===== src/rtl/sd_cmd_pkg.sv =====
// Shared definitions for the SD SPI command framer.
// Assumes command indices are 6 bits and frames are six bytes long.
package sd_cmd_pkg;

    typedef enum logic [2:0] {
        ST_IDLE,
        ST_READY,
        ST_SEND,
        ST_STUFF,
        ST_POLL
    } fsm_t;

    localparam int          FRAME_BYTES = 6;
    localparam logic [5:0]  CMD_RESET   = 6'd0;
    localparam logic [5:0]  CMD_IFCOND  = 6'd8;
    localparam logic [5:0]  CMD_STOP    = 6'd12;
    localparam logic [7:0]  FILL_BYTE   = 8'hFF;

    // Fixed check byte sent as the last byte of a frame
    function automatic logic [7:0] crc_const(input logic [5:0] idx);
        if (idx == CMD_RESET)       return 8'h95;
        else if (idx == CMD_IFCOND) return 8'h87;
        else                        return 8'hFF;
    endfunction

endpackage


===== src/rtl/sd_ready_timer.sv =====
// Ready-wait budget: a down-counter that is loaded when a command starts
// and is decremented by an external tick. It stops at zero.
// Assumes tick is a one-cycle strobe.
module sd_ready_timer #(
    parameter int LOAD = 50,
    localparam int W   = $clog2(LOAD + 1)
) (
    input  logic clk,
    input  logic rst_n,
    input  logic load,
    input  logic tick,
    output logic expired
);
    logic [W-1:0] cnt;

    // Load on start, count down on tick while non-zero
    always_ff @(posedge clk) begin
        if (!rst_n)                     cnt <= '0;
        else if (load)                  cnt <= W'(LOAD);
        else if (tick && cnt != '0)     cnt <= cnt - 1'b1;
    end

    // The budget is spent when the count is zero (value before this edge)
    always_comb expired = (cnt == '0);

endmodule


===== src/rtl/sd_frame_mux.sv =====
// Selects one byte of the six-byte command frame.
// Slot 0 is the start/index byte, slots 1..4 are the argument from the
// most significant byte down, and slot 5 is the fixed check byte.
module sd_frame_mux
    import sd_cmd_pkg::*;
#(
    parameter int SEL_W = $clog2(FRAME_BYTES)
) (
    input  logic [5:0]       cmd_idx,
    input  logic [31:0]      cmd_arg,
    input  logic [SEL_W-1:0] sel,
    output logic [7:0]       frame_byte
);
    logic [7:0] arg_bytes [4];

    // Split the argument into bytes, most significant first
    for (genvar g = 0; g < 4; g++) begin : g_arg
        assign arg_bytes[g] = cmd_arg[31 - 8*g -: 8];
    end

    // Pick the byte for the requested slot
    always_comb begin
        if (sel == '0)
            frame_byte = {2'b01, cmd_idx};
        else if (sel < SEL_W'(FRAME_BYTES - 1))
            frame_byte = arg_bytes[2'(sel - 1'b1)];
        else
            frame_byte = crc_const(cmd_idx);
    end

endmodule


===== src/rtl/sd_cmd_framer.sv =====
// Sequences one card command over a byte-level SPI master. The steps are:
// ready wait, six-byte frame, one discarded byte after the stop command,
// and bounded response polling.
// Assumes the master answers each spi_go with exactly one spi_done and
// never raises spi_done unrequested.
module sd_cmd_framer
    import sd_cmd_pkg::*;
#(
    parameter int READY_TICKS = 50,
    parameter int POLL_LIMIT  = 10,
    localparam int POLL_W     = $clog2(POLL_LIMIT + 1),
    localparam int SEL_W      = $clog2(FRAME_BYTES)
) (
    input  logic        clk,
    input  logic        rst_n,
    input  logic        start,
    input  logic [5:0]  cmd_idx,
    input  logic [31:0] cmd_arg,
    input  logic        tick_10ms,
    output logic        spi_go,
    output logic [7:0]  spi_tx,
    input  logic        spi_done,
    input  logic [7:0]  spi_rx,
    output logic        done,
    output logic [7:0]  resp,
    output logic        busy_timeout,
    output logic        no_resp
);
    fsm_t              state;
    logic              pend;
    logic [5:0]        idx_q;
    logic [31:0]       arg_q;
    logic [SEL_W-1:0]  sel;
    logic [POLL_W-1:0] polls;
    logic [7:0]        frame_byte;
    logic              expired;
    logic              accept;

    always_comb accept = start && (state == ST_IDLE);

    sd_ready_timer #(.LOAD(READY_TICKS)) u_timer (
        .clk     (clk),
        .rst_n   (rst_n),
        .load    (accept),
        .tick    (tick_10ms),
        .expired (expired)
    );

    sd_frame_mux #(.SEL_W(SEL_W)) u_mux (
        .cmd_idx    (idx_q),
        .cmd_arg    (arg_q),
        .sel        (sel),
        .frame_byte (frame_byte)
    );

    // Command sequencer: one slot request at a time, decision per byte
    always_ff @(posedge clk) begin
        if (!rst_n) begin
            state        <= ST_IDLE;
            pend         <= 1'b0;
            idx_q        <= '0;
            arg_q        <= '0;
            sel          <= '0;
            polls        <= '0;
            spi_go       <= 1'b0;
            spi_tx       <= FILL_BYTE;
            done         <= 1'b0;
            resp         <= 8'hFF;
            busy_timeout <= 1'b0;
            no_resp      <= 1'b0;
        end else begin
            spi_go <= 1'b0;
            done   <= 1'b0;
            if (state == ST_IDLE) begin
                if (accept) begin
                    idx_q <= cmd_idx;
                    arg_q <= cmd_arg;
                    pend  <= 1'b0;
                    state <= ST_READY;
                end
            end else if (!pend) begin
                spi_go <= 1'b1;
                spi_tx <= (state == ST_SEND) ? frame_byte : FILL_BYTE;
                pend   <= 1'b1;
            end else if (spi_done) begin
                pend <= 1'b0;
                case (state)
                    ST_READY: begin
                        if (spi_rx == 8'hFF) begin
                            sel   <= '0;
                            state <= ST_SEND;
                        end else if (expired) begin
                            resp         <= 8'hFF;
                            busy_timeout <= 1'b1;
                            no_resp      <= 1'b0;
                            done         <= 1'b1;
                            state        <= ST_IDLE;
                        end
                    end
                    ST_SEND: begin
                        if (sel == SEL_W'(FRAME_BYTES - 1)) begin
                            polls <= '0;
                            state <= (idx_q == CMD_STOP) ? ST_STUFF : ST_POLL;
                        end else begin
                            sel <= sel + 1'b1;
                        end
                    end
                    ST_STUFF: begin
                        state <= ST_POLL;
                    end
                    ST_POLL: begin
                        if (!spi_rx[7] || polls == POLL_W'(POLL_LIMIT - 1)) begin
                            resp         <= spi_rx;
                            busy_timeout <= 1'b0;
                            no_resp      <= spi_rx[7];
                            done         <= 1'b1;
                            state        <= ST_IDLE;
                        end else begin
                            polls <= polls + 1'b1;
                        end
                    end
                    default: state <= ST_IDLE;
                endcase
            end
        end
    end

endmodule


===== config.mk =====
export PLATFORM = sky130hd
export DESIGN_NAME = sd_cmd_framer
export DESIGN_NICKNAME = d
export VERILOG_FILES = /design/src/rtl/sd_cmd_pkg.sv /design/src/rtl/sd_ready_timer.sv /design/src/rtl/sd_frame_mux.sv /design/src/rtl/sd_cmd_framer.sv
export SDC_FILE = /design/constraint.sdc
export NUM_CORES = 1
export LEC_CHECK = 0
export BUFFER_PORTS_ARGS = -buffer_cell sky130_fd_sc_hd__buf_4
export CAP_MARGIN = 0
export CORE_MARGIN = 5
export CORE_UTILIZATION = 59
export DETAILED_ROUTE_END_ITERATION = 7
export PLACE_DENSITY = 0.82
export REMOVE_ABC_BUFFERS = 1
export SETUP_SLACK_MARGIN = 0.1
export SYNTH_ARGS = -nofsm -noshare
export SYNTH_HDL_FRONTEND = slang
export SYNTH_SLANG_ARGS = --single-unit

===== constraint.sdc =====
create_clock -name clk -period 6.19 [get_ports clk]
set_input_delay 1.238 -clock clk [delete_from_list [all_inputs] [get_ports clk]]
set_output_delay 1.238 -clock clk [all_outputs]
set_load 0.02 [all_outputs]

== Yosys cells after proc, flatten, opt, wreduce, memory -nomap -nowiden ==
Index checks and enable logic that the tools add are counted.

* Register bits after elaboration: 75
* Bits in latches: 0
* RAM bits: 0
* Bits in read-only memories: 0
* Input bits: 51
* Output and inout port bits: 20
* Logic and storage cells: 116
* Memories kept: 0

* Add/sub/neg operators: 4
* Multiply operators: 0
* Divide/modulo/power cells: 0
* Order comparisons: 2
* Eq/ne operators: 20
* Shifts and indexed selects: 0
* Multiplexer cells: 47
* Bitwise gates (word level): 5
* Reduce and logical (&&, ||, !) cells: 24

{| class="wikitable"
|+ Operators by type and width
! operator !! number
|-
| two-way mux 8 bit || 9
|-
| two-way mux 3 bit || 11
|-
| AND reduction 6 bit || 3
|-
| binary-select mux 8 bit (select 2 bit) || 1
|-
| one-hot mux 8 bit (2 select lines) || 1
|-
| two-way mux 1 bit || 14
|-
| inequality test 2 bit (second input constant) || 7
|-
| == test 6 x 4 -> 1 bit (second input constant) || 2
|-
| zero test 6 bit || 2
|-
| two-way mux 6 bit || 2
|-
| one-hot mux 3 bit (4 select lines) || 1
|-
| nonzero test 2 bit || 6
|-
| == test 8 bit (second input constant) || 1
|-
| two-way mux 4 bit || 2
|-
| one-hot mux 4 bit (2 select lines) || 1
|-
| two-way mux 7 bit || 1
|-
| AND reduction 7 bit || 1
|-
| == test 3 x 2 -> 1 bit (second input constant) || 2
|-
| == test 3 bit (second input constant) || 2
|-
| zero test 3 bit || 2
|-
| one-hot mux 1 bit (2 select lines) || 3
|-
| one-hot mux 3 bit (2 select lines) || 1
|-
| nonzero test 6 bit || 1
|-
| subtractor 6 x 1 -> 6 bit (second input constant) || 1
|-
| 19 further kinds || 25
|}

== Depth between registers and ports, before layout ==
Gate-level depths: netlist of run 1.

* Depth after elaboration: 8
* Depth in mapped cells: 8

== By module ==
Synthesis of run 1 repeated with hierarchy kept, for this count alone.

* Cell total of the unflattened synthesis: 405
* Area, all modules: 3687.3 um^2

{| class="wikitable"
|+ By module, submodules not included
! module !! instances !! cells an instance !! area each (um^2) !! sequential area each (um^2)
|-
| sd_cmd_framer || 1 || 326 || 2954.1 || 1381.3
|-
| sd_frame_mux || 1 || 39 || 377.9 || 0.0
|-
| sd_ready_timer || 1 || 40 || 355.3 || 120.1
|}

== Worst setup path after synthesis of run 1 ==
Ideal clock, no wire load.

* Path kind: input to register
* Start point: input start
* End point: register state[1]
* Setup time: 0.096 ns
* Arrival time: 2.309 ns
* Required time: 6.094 ns
* Path slack: 3.785 ns
* Cell stages on the path: 5
* Path buffers: 1
* Cells stage by stage: or4b_1 -> buf_2 -> a22oi_4 -> o211ai_4 -> o41ai_2

* Longest elaborated chain between the ends: 3

{| class="wikitable"
|+ Ends and longest elaborated chain
! element !! line !! RTL
|-
| start, declared || sd_cmd_framer.sv:16 || <nowiki>input logic start,</nowiki>
|-
| logical AND 1 bit || sd_cmd_framer.sv:39 || <nowiki>always_comb accept = start && (state == ST_IDLE);</nowiki>
|-
| inequality test 2 bit (no line) || -- ||
|-
| AND reduction 6 bit (no line) || -- ||
|-
| end signal, assigned || sd_cmd_framer.sv:103 || <nowiki>state <= (idx_q == CMD_STOP) ? ST_STUFF : ST_POLL;</nowiki>
|-
| end, declared || sd_cmd_framer.sv:29 || <nowiki>fsm_t state;</nowiki>
|}

Every way passes these cells.
A chain may end at the register's enable or synchronous reset.

==> results of run 1 <==
## how the worst max path moves through the flow
| stage | end | slack (ps) | depth (start not counted) |
|---|---|---|---|
| 4_1_cts | spi_tx[6] | 3660 | 6 |
| 2_1_floorplan | state[1] | 3300 | 4 |
| 3_5_place_dp | spi_tx[6] | 3280 | 6 |
| 5_1_grt | spi_tx[5] | 3440 | 6 |
| 3_3_place_gp | spi_tx[6] | 3350 | 6 |
| 6_report | spi_tx[6] | 3640 | 6 |
## metal layers
| metal | GRT usage [%] | part of all wire [%] |
|---|---|---|
| met1 | 27.3 | 43 |
| met3 | 6.11 | 5.0 |
| met2 | 37.0 | 51 |
| met5 | 0 | 0 |
| met4 | 7.81 | 1.7 |
## layout make-up
type	count	area [sq um]
Multi-Input combinational cell	292	1910
Inverter	11	41.3
Tap cell	75	93.8
Clock inverter	7	100
Timing Repair Buffer	72	541
Fill cell	465	1610
Sequential cell	75	1500
Clock buffer	9	124
## through the flow
| stage | utilization [%] | hold WS, ps | total power [uW] | cells | instance area [sq um] |
|---|---|---|---|---|---|
| 3_5_place_dp | 69.1 | 455 | 735 | 525 | 4090 |
| 5_1_grt | 72.9 | 495 | 1200 | 541 | 4310 |
| 2_1_floorplan | - | 440 | 665 | 378 | 3460 |
| 3_3_place_gp | 69.1 | 450 | 727 | 525 | 4090 |
| 6_report | 72.9 | 463 | 1150 | 541 | 4310 |
| 4_1_cts | 72.9 | 467 | 1150 | 541 | 4310 |
## sequential cells by signal, indices dropped and copies added, names as in the netlist
register,cells
busy_timeout,1
pend,1
resp,8
polls,4
state,3
arg_q,32
done,1
spi_tx,8
sel,3
no_resp,1
u_timer.cnt,6
idx_q,6
spi_go,1
## cell families after synthesis
group / Yosys count / synth area share (%)
DFF: 75 / 42.0
buffers and inverters: 35 / 4.48
AOI/OAI and AO/OA: 101 / 21.2
muxes: 10 / 5.60
and+or+nand+nor: 168 / 22.9
xor gates and xnor gates: 7 / 1.72
adders and majority gates: 6 / 2.10
## layout by cell type, fill, tap and decap left out, types with 3 or more instances in the layout
cell,netlist,routed
mux4_2,8,8
clkinvlp_4,0,3
nand2_1,93,93
xnor2_1,6,6
dfxtp_1,75,75
buf_4,4,72
o21ai_0,9,9
nand2b_1,7,7
a211oi_1,3,3
o31a_1,4,4
o21a_1,4,4
clkbuf_8,0,9
nor3b_1,3,3
nand3_1,10,10
inv_1,10,10
nor3_1,3,3
nand4_1,6,6
nor2_1,23,23
o22ai_1,5,5
a21boi_0,39,39
o41ai_2,3,3
a41oi_1,4,4
a21oi_1,16,16
ha_1,6,6
## critical path: stages
cell and delay [ps]:
buf_4 460, nand2_1 200, nor4_2 430, nand2_1 90
a21oi_1 230, a21oi_1 110
## power groups by stage
stage               combinational (uW)  clock, uW  sequential [uW]
global route                       201        451              551
detailed placement                 178          0              557
finish                             178        422              546
floorplan                          115          0              550
global placement                   172          0              555
CTS                                179        430              546
==> metrics, run 1 <==
Hold EP=arg_q[23]; HP Class=reg -> reg; final hold violations=0; # H-tree levels=3; Peak Freq=392 MHz; post-cts resize count=0; CTS tree=built; Vias=3047; Critical path origin=rst_n; synthesized flop and latch total=75; Post-DP HPWL=5600 microns; Clk network pwr share=36.8%; GP Congestion=0.864; combinational power share=15.5%; count leader, synth=nand2_1; synth top area cells=dfxtp_1, nand2_1, a21boi_0, mux4_2, nor2_1; Syn Inst Count=402; maxcap violations=0; most frequent cells after synthesis=nand2_1, dfxtp_1, a21boi_0; wire per inst=14.7 microns; Worst setup EP type=flip-flop; R2R Setup Slk=3770 ps; asr flop ratio synth=0%; core region area=5920 sq um; RSZ-0062 raised after global routing=no; Worst Hold Depth=2; Worst R2R End=spi_tx[1]; post-route ant nets=0; hold path start=arg_q[23]; share of cells above drive strength 1=24.0%; I/O pin cnt=71; drt first pass iters=4; setup TNS=0 ps; reg2reg start=sel[0]; Unique masters post-synth=59; synth warn=0; chip width=87.8 microns; Max Slew Vio Count=0; DRT Wirelength=7940 microns; total setup buffers inserted after CTS=0; die area=7720 sq um; Fin Clk Skew=6.29 ps; startpoint types=input port; Die Height=87.8 microns; EDFF count, synth=0; CTS Buf Count=9; fin nets=518; period utilization=41.2%; Initial Util=60.4%; pwr dens=266 nW/um^2; Final min period=2550 ps; clock sink total=75; final worst slack=3640 ps; Synth area leader=dfxtp_1; Seq pwr share=47.6%; top_reg_cell synth=dfxtp_1; row count=28; Leak=0.00166 uW; DR iter-0 viols=182; crit path kind=in -> reg; total grt overflow=0; Area Overhead vs Synth=20.7%; slew margin rel.=50.0%; Setup violations, final=0; Syn Area/Cell=8.89 sq um; Cell Area, Synth=3570 sq um; Max Buffers Root-to-Sink=2; Tot GR Track Use=22.1%; # diodes=0; Peak supply drop=0.227 mV; Int Pwr=824 uW; clock root buffer=clkbuf_8; Sw Share=28.1%; initial antenna violation count=0; top cell type's share of synthesized area=42.0%; Critical Path RT=6420 ps; drt drc=0; post-synthesis sequential area ratio=42.0%; Max FO, Critical Path=69; # hold bufs at CTS=0; Clock Pin Slew Worst Setup and Hold Paths=80 ps; P_sw=322 uW; Worst Tran Pin Value=748 ps; CP arrival=2790 ps; number of port buffers=70; Vias/cell=5.63; largest net degree at the start of global routing=70; clock latency on the worst-skew pair=360 ps; global-route wire length before repair=13300 microns; Reg2Reg Depth=6; vias in the first global route=3013; pre-CTS setup slack=3280 ps; status=finished clean
No activity file was read; power rests on OpenSTA's default activity.
==> inputs of run 2 (changes only) <==
Settings changed: CORE_UTILIZATION 59 to 55, PLACE_DENSITY 0.82 to 0.77.
Clock period 6.19 ns to 2.47 ns, I/O delays scaled along.
==> run 2 against run 1 <==
  * Worst setup slack lost 3200 ps
  * Register-to-register slack got worse by 3400 ps
  * Design area grew 0.41%
==> metrics, run 2 (synthesized netlist as in run 1, its figures left out) <==
total grt overflow=0; Area Overhead vs Synth=21.2%; # diodes=0; P_sw=789 uW; final worst slack=417 ps; Leak=0.00168 uW; top flop regs=arg_q: 32 flops, resp: 8 flops, spi_tx: 8 flops; share of cells above drive strength 1=25.3%; final hold violations=0; Slowest cell on crit path=dfxtp_1; DRT Wirelength=8070 microns; post-cts resize count=0; status=finished clean; Worst setup EP type=flip-flop; wire per inst=14.6 microns; pre-CTS setup slack=445 ps; crit path kind=reg -> reg; Worst Tran Pin Value=751 ps; setup TNS=0 ps; DR iter-0 viols=180; RSZ-0062 raised after global routing=no; vias in the first global route=3004; pwr dens=617 nW/um^2; Sw Share=29.5%; maxcap violations=0; fin nets=526; clock sink total=75; Clk network pwr share=31.7%; combinational power share=17.1%; crit-path max cell delay=650 ps; CTS Buf Count=9; initial antenna violation count=0; slew margin rel.=49.4%; period utilization=83.1%; Peak Freq=487 MHz; Tot GR Track Use=20.4%; Post-DP HPWL=5820 microns; commonest non-fill, non-tap cell in the layout=nand2_1; GP Congestion=0.807; HP Class=in -> reg; drt first pass iters=5; Fin Clk Skew=9.37 ps; CTS tree=built; Die Height=90.6 microns; drt drc=0; Vias=3031; die area=8210 sq um; Final min period=2050 ps; # H-tree levels=3; clock root buffer=clkbuf_8; Max Slew Vio Count=0; Biggest register=arg_q; Peak supply drop=0.498 mV; total setup buffers inserted after CTS=0; max reg flops=32; startpoint types=flip-flop; Setup violations, final=0; most frequent cells in the layout=nand2_1, buf_4, dfxtp_1; global-route wire length before repair=13800 microns; I/O pin cnt=71; row count=29; chip width=90.6 microns; post-route ant nets=0; core region area=6350 sq um; Seq pwr share=51.2%; # hold bufs at CTS=0; CP arrival=2270 ps; largest net degree at the start of global routing=42; Int Pwr=1890 uW; Max FO, Critical Path=12; Initial Util=56.3%; filler cell count=537; number of port buffers=70; crit path cell chain=nor3b_1 > a32oi_1 > nor2_2 > a41oi_1; Max Buffers Root-to-Sink=2; clock latency on the worst-skew pair=350 ps; Vias/cell=5.50; Critical Path RT=2680 ps; Clock Pin Slew Worst Setup and Hold Paths=80 ps
## run 2: cell types whose count changed in the layout (fill, tap and decap cells not counted)
cell	change
inv_6	-2
buf_4	+8
clkinv_4	+1
bufinv_16	-2
clkbuf_8	+1
clkinv_2	+2
## run 2: worst max-delay path: cells and delay by family, from the launching register on
family           cells  cell delay (ps)
AND/OR/NAND/NOR      2              870
flip-flops           1              650
AO/OA/AOI/OAI        2              390
## run 2: path summary, 6_finish.rpt
check                    from   endpoint  slack [ps]  depth (start not counted)
setup reg to reg     state[0]    resp[2]         420                          4
hold / removal    cmd_arg[24]  arg_q[24]         390                          3
setup / recovery     state[0]    resp[2]         420                          4
hold reg to reg     arg_q[11]  arg_q[11]         460                          2
## run 2: through the flow
stage	instances	util, %	hold slack, ps	power (uW)	cell area, sq um
after floorplan	378	-	440	1670	3460
after global placement	535	65.4	448	1830	4150
after detailed placement	535	65.4	456	1850	4150
after CTS	551	68.2	385	2700	4330
after global routing	551	68.2	372	2820	4330
final	551	68.2	393	2670	4330
## run 2: layout make-up
type,instances,area (sq um),area share (%)
Multi-Input combinational cell,292,1910,44.2
Sequential cell,75,1500,34.7
Timing Repair Buffer,80,601,13.9
Clock buffer,10,138,3.18
Tap cell,77,96.3,2.22
Clock inverter,6,41.3,0.953
Inverter,11,41.3,0.953
## run 2: power groups by stage
stage / sequential, uW / clock (uW) / combinational [uW]
final: 1370 / 849 / 457
after global routing: 1380 / 921 / 512
after CTS: 1370 / 871 / 462
after detailed placement: 1400 / 0 / 458
after global placement: 1390 / 0 / 444
after floorplan: 1380 / 0 / 289
## run 2: routing by layer
metal  vias up  global-route usage (%)  part of all wire [%]
met5         -                       0                     0
met1      1399                    26.0                    44
li1       1540                       -                     -
met2        81                    33.4                    50
met3        11                    5.17                   5.2
met4         0                    7.20                   1.5
